===== src/rtl/remap_pkg.sv =====
// Shared constants for the matrix index remapper.
// Assumes exactly three nested dimensions.
package remap_pkg;
    localparam int NDIM = 3;
    // Axis codes used by the order fields.
    localparam logic [1:0] AXIS_X = 2'd0;
    localparam logic [1:0] AXIS_Y = 2'd1;
    localparam logic [1:0] AXIS_Z = 2'd2;
endpackage


===== src/rtl/dim_counter.sv =====
// One wrapping dimension counter.
// Counts 0..size-1 upward, or size-1..0 when inverted. Flags its last value.
// Assumes size >= 1 and that size/invert are stable between restarts.
module dim_counter #(
    parameter int DIM_W = 7
) (
    input  logic             clk,
    input  logic             rst_n,
    input  logic             restart,
    input  logic             advance,
    input  logic [DIM_W-1:0] size,
    input  logic             invert,
    output logic [DIM_W-1:0] count,
    output logic             at_last
);
    logic [DIM_W-1:0] top_val;
    logic [DIM_W-1:0] start_val;

    // Derive the highest value and the starting value from size and direction.
    always_comb begin
        top_val   = size - 1'b1;
        start_val = invert ? top_val : '0;
        at_last   = invert ? (count == '0) : (count == top_val);
    end

    // Step, wrap or reload the counter; restart has priority over advance.
    always_ff @(posedge clk) begin
        if (!rst_n) begin
            count <= '0;
        end else if (restart) begin
            count <= start_val;
        end else if (advance) begin
            if (at_last)     count <= start_val;
            else if (invert) count <= count - 1'b1;
            else             count <= count + 1'b1;
        end
    end
endmodule


===== src/rtl/index_combiner.sv =====
// Folds three counter values into one offset under a stacking permutation,
// an optional skipped position and a base offset.
// Assumes IDX_W >= DIM_W; arithmetic wraps modulo 2**IDX_W.
module index_combiner
    import remap_pkg::*;
#(
    parameter int DIM_W  = 7,
    parameter int BASE_W = 8,
    parameter int IDX_W  = 10
) (
    input  logic [DIM_W-1:0]  cnt   [NDIM],
    input  logic [DIM_W-1:0]  size  [NDIM],
    input  logic [1:0]        order [NDIM],
    input  logic [1:0]        skip,
    input  logic [BASE_W-1:0] base,
    output logic [IDX_W-1:0]  idx
);
    logic [DIM_W-1:0] sel_cnt  [NDIM];
    logic [DIM_W-1:0] sel_size [NDIM];

    // Route the counter and size named by each stacked position.
    for (genvar p = 0; p < NDIM; p++) begin : g_pos
        always_comb begin
            unique case (order[p])
                AXIS_Y:  begin sel_cnt[p] = cnt[1]; sel_size[p] = size[1]; end
                AXIS_Z:  begin sel_cnt[p] = cnt[2]; sel_size[p] = size[2]; end
                default: begin sel_cnt[p] = cnt[0]; sel_size[p] = size[0]; end
            endcase
        end
    end

    logic [IDX_W-1:0] acc;
    logic [IDX_W-1:0] mult;

    // Sum counters weighted by the running size product, honouring skip.
    always_comb begin
        acc  = '0;
        mult = IDX_W'(1);
        for (int p = 0; p < NDIM; p++) begin
            if (skip != 2'(p + 1)) begin
                acc  = acc + IDX_W'(sel_cnt[p]) * mult;
                mult = mult * IDX_W'(sel_size[p]);
            end
        end
        idx = acc + IDX_W'(base);
    end
endmodule


===== src/rtl/mdim_remap.sv =====
// Top of the matrix index remapper: three nested dimension counters plus
// the offset combiner. Outputs are combinational from counter state.
// Assumes configuration is held stable between restart pulses.
module mdim_remap
    import remap_pkg::*;
#(
    parameter int DIM_W  = 7,
    parameter int BASE_W = 8,
    parameter int IDX_W  = 10
) (
    input  logic              clk,
    input  logic              rst_n,
    input  logic              restart,
    input  logic              step,
    input  logic [DIM_W-1:0]  size_x,
    input  logic [DIM_W-1:0]  size_y,
    input  logic [DIM_W-1:0]  size_z,
    input  logic [1:0]        order0,
    input  logic [1:0]        order1,
    input  logic [1:0]        order2,
    input  logic [2:0]        invert,
    input  logic [1:0]        skip,
    input  logic [BASE_W-1:0] base,
    output logic [IDX_W-1:0]  idx,
    output logic [2:0]        loop_end
);
    logic [DIM_W-1:0] size_a  [NDIM];
    logic [1:0]       order_a [NDIM];
    logic [DIM_W-1:0] cnt     [NDIM];
    logic [NDIM-1:0]  last;
    logic [NDIM-1:0]  adv;

    // Gather configuration into arrays indexed by axis / position.
    always_comb begin
        size_a[0]  = size_x;
        size_a[1]  = size_y;
        size_a[2]  = size_z;
        order_a[0] = order0;
        order_a[1] = order1;
        order_a[2] = order2;
    end

    // Nest the counters: each moves when the step reaches every inner wrap.
    always_comb begin
        adv[0] = step;
        for (int d = 1; d < NDIM; d++) adv[d] = adv[d-1] & last[d-1];
    end

    for (genvar d = 0; d < NDIM; d++) begin : g_dim
        dim_counter #(.DIM_W(DIM_W)) u_cnt (
            .clk     (clk),
            .rst_n   (rst_n),
            .restart (restart),
            .advance (adv[d]),
            .size    (size_a[d]),
            .invert  (invert[d]),
            .count   (cnt[d]),
            .at_last (last[d])
        );
    end

    // Loop-end flags accumulate inner-to-outer.
    always_comb begin
        loop_end[0] = last[0];
        loop_end[1] = last[0] & last[1];
        loop_end[2] = last[0] & last[1] & last[2];
    end

    index_combiner #(.DIM_W(DIM_W), .BASE_W(BASE_W), .IDX_W(IDX_W)) u_comb (
        .cnt   (cnt),
        .size  (size_a),
        .order (order_a),
        .skip  (skip),
        .base  (base),
        .idx   (idx)
    );
endmodule


===== config.mk =====
export PLATFORM = sky130hd
export DESIGN_NAME = mdim_remap
export DESIGN_NICKNAME = d
export VERILOG_FILES = /design/src/rtl/remap_pkg.sv /design/src/rtl/dim_counter.sv /design/src/rtl/index_combiner.sv /design/src/rtl/mdim_remap.sv
export SDC_FILE = /design/constraint.sdc
export NUM_CORES = 1
export LEC_CHECK = 0
export CAP_MARGIN = 20
export CORE_MARGIN = 4
export CORE_UTILIZATION = 45
export DETAILED_ROUTE_END_ITERATION = 6
export DONT_BUFFER_PORTS = 1
export PLACE_DENSITY = 0.62
export SLEW_MARGIN = 10
export SYNTH_ARGS = -nofsm -noshare
export SYNTH_HDL_FRONTEND = slang
export SYNTH_SLANG_ARGS = --single-unit

===== constraint.sdc =====
create_clock -name clk -period 14.6 [get_ports clk]
set_input_delay 0.73 -clock clk [delete_from_list [all_inputs] [get_ports clk]]
set_output_delay 0.73 -clock clk [all_outputs]
set_load 0.01 [all_outputs]

==> results.sh <==
export IMPL_dr_pass1_iters=5
export IMPL_synthFlopType="dfxtp_1"
export IMPL_drc=0
export IMPL_rows=47
export IMPL_ff2ff_path_depth=9
export IMPL_place_inst=1182
export IMPL_tns_ns=0
export IMPL_p_leak_nw=3.69
export IMPL_cp_required_ns=13.87
export IMPL_routabilityCongestion=0.890
export IMPL_cts_buffers=3
export IMPL_regMostFlops="g_dim.u_cnt.count"
export IMPL_ctsHtreeMaxLevel=1
export IMPL_netlist_area_um2=7720
export IMPL_cts_root_buf="clkbuf_16"
export IMPL_cap_violations=0
export IMPL_crit_slowest_cell="ha_1"
export IMPL_reg2reg_setup_slack_ns=11.65
export IMPL_synth_edf_count=0
export IMPL_routed_wl_um=19800
export IMPL_largest_reg_flops=21
export IMPL_slew_headroom_pct=29.7
export IMPL_period_needed_ns=10.88
export IMPL_final_cell_mix="inv_1 (145), nor2_1 (137), ha_1 (91)"
export IMPL_final_net_count=1181
export IMPL_worst_pin_slew_ns=1.05
export IMPL_drt_vias_per_instance=5.51
export IMPL_cts_setup_buffers=0
export IMPL_cp_common_cell="fa_1"
export IMPL_rr_startpoint="g_dim[0].u_cnt.count[4]"
export IMPL_core_um2=16700
export IMPL_vias=6540
export IMPL_timing_final_crit_share_pct=74.5
export IMPL_report_final_hold_viol_count=0
export IMPL_end_kind="output port"
export IMPL_ant_nets=0
export IMPL_crit_fanout=22
export IMPL_die_area_um2=19300
export IMPL_worst_ep_arrival_time_ns=10.15
export IMPL_start_util_pct=46.2
export IMPL_clkTransAtPathRegs_ns=0.06
export IMPL_postSynthCellCount=1000
export IMPL_synthTopCellsByArea="fa_1 (20%), ha_1 (15%), xnor2_1 (8.1%)"
export IMPL_reg_top3="g_dim.u_cnt.count x21"
export IMPL_synthToLayoutAreaGrowth_pct=2.56
export IMPL_grt_start_max_net_pins=30
export IMPL_postSynthAreaPerCell_um2=7.72
export IMPL_critical_path_max_stage_delay_ns=0.68
export IMPL_grt_overflow=0
export IMPL_final_common_cell="inv_1"
export IMPL_antennaDiodeCount=0
export IMPL_syn_nets=1214
export IMPL_seqPwrFrac_pct=8.2
export IMPL_cts_hold_buf=0
export IMPL_drv_slew=0
export IMPL_intPower_uw=481
export IMPL_p_per_area_nw_per_um2=126
export IMPL_cp_startpoint="order1[0]"
export IMPL_grt_pass1_vias=6540
export IMPL_grt_usage_pct=20.9
export IMPL_grt_antenna_before_repair=0
export IMPL_drt_iter0_markers=518
export IMPL_comb_power_share_pct=85.9
export IMPL_ys_types=64
export IMPL_synth_async_sr_flop_share_pct=0
export IMPL_status="completed"
export IMPL_rr_endpoint="g_dim[2].u_cnt.count[0]"
export IMPL_grt_first_pass_wirelength_um=33700
export IMPL_wl_per_cell_um=16.7
export IMPL_instances_no_fill=1186
export IMPL_ctsResizeCount=0
export IMPL_path_class="in -> out"
export IMPL_clock_sinks=21
export IMPL_die_w_um=139
export IMPL_clock_latency_ns=0.26
export IMPL_num_io_pins=57
export IMPL_power_switching_uw=519
export IMPL_switching_share_pct=51.9
export IMPL_fmax_ghz=0.0919
export IMPL_final_util_pct=47.4
export IMPL_clkPwrFrac_pct=6.0
export IMPL_hold_ws_ns=0.588
export IMPL_grt_setup_unrepaired="no"
export IMPL_total_power_mw=1.00
export IMPL_yosysTopAreaCell="fa_1"
export IMPL_cts_tree="built"
export IMPL_holdCritPathClass="in -> reg"
export IMPL_ir_drop_mv=0.173
export IMPL_die_y_um=139
export IMPL_io_buffers=0
export IMPL_yosysTopAreaCellShare_pct=20.5
export IMPL_clk_path_buf_depth=2
export IMPL_critPathCapture="idx[9]"
export IMPL_start_kind="input port"
export IMPL_synth_warnings=0
export IMPL_drive_above_1_share_pct=3.52
export IMPL_ys_ff_latch=21
export IMPL_final_setup_skew_ns=0.00254
export IMPL_ys_seq_area_share_pct=5.44
export IMPL_finalSetupViolCount=0
export IMPL_hpwl_um=16600
## metrics by stage
| stage | setup WS (ns) | area (um^2) |
|---|---|---|
| after floorplan | 4.58 | 7720 |
| after global placement | 3.95 | 7840 |
| after detailed placement | 3.70 | 7840 |
| after CTS | 3.68 | 7920 |
| after global routing | 2.92 | 7920 |
| final | 3.72 | 7920 |
## synthesized netlist by cell type, types with 3 or more instances
master	n
nor4_1	8
a211oi_1	7
mux2i_1	4
fa_1	79
a21o_1	18
nor2_1	137
o31ai_1	5
buf_1	5
a22oi_1	22
xnor2_1	71
o21bai_1	11
mux2_2	5
and2_1	5
xor2_1	23
dfxtp_1	21
o21ai_1	8
or2_2	10
clkbuf_1	22
buf_4	4
nand2b_1	21
xnor3_1	4
a21oi_1	53
nor3_1	19
buf_2	8
ha_1	91
a221o_1	13
o21a_1	10
nand3_1	16
nand2_1	58
o21ai_0	37
and3_1	4
nor3b_1	3
inv_1	145
nor2b_1	12
## critical path, delay by kind of cell
kind / cells / cell delay, ns
adders and majority gates: 10 / 4.81
xor gates and xnor gates: 8 / 2.06
AOI/OAI and AO/OA: 3 / 1.02
and+or+nand+nor: 4 / 0.91
buffers and inverters: 5 / 0.60
## layout make-up
class	count	area, um^2
inverter	147	552
tap	220	275
fill	1737	8780
multi-input combinational	792	6580
sequential	21	420
timing repair buffer	2	15.0
clock buffer	4	78.8
## power groups by stage
stage                     Clock [mW]  Combinational (mW)  Sequential [mW]
after detailed placement           0               0.866           0.0825
final                         0.0597               0.859           0.0818
after floorplan                    0               0.726           0.0715
after global routing          0.0628               0.994           0.0830
after global placement             0               0.851           0.0827
after CTS                     0.0616               0.874           0.0812
## worst min-delay path by stage
stage | slack [ns] | end | cells after the start | from
finish | 0.59 | g_dim[1].u_cnt.count[3] | 1 | rst_n
floorplan | 0.55 | g_dim[1].u_cnt.count[1] | 2 | g_dim[1].u_cnt.count[1]
global placement | 0.62 | g_dim[1].u_cnt.count[0] | 2 | g_dim[1].u_cnt.count[0]
detailed placement | 0.62 | g_dim[1].u_cnt.count[0] | 2 | g_dim[1].u_cnt.count[0]
CTS | 0.58 | g_dim[1].u_cnt.count[3] | 1 | rst_n
global route | 0.58 | g_dim[1].u_cnt.count[3] | 1 | rst_n
## cell families after synthesis
group	Yosys count	synth area share, %
xor+xnor	100	12.3
flops	21	5.44
simple gates	305	18.1
compound gates	208	18.2
mux	9	1.25
buf+inv	187	9.43
fa+ha+maj	170	35.2
## layer usage
metal  vias up  share of wire (%)  GRT usage, %
met2       201                 45          33.5
met1      3071                 47          29.7
li1       3237                  -             -
met4         0                1.8          3.96
met3        31                6.6          3.86
met5         -                  0             0
Power figures use the tool's default switching activity.
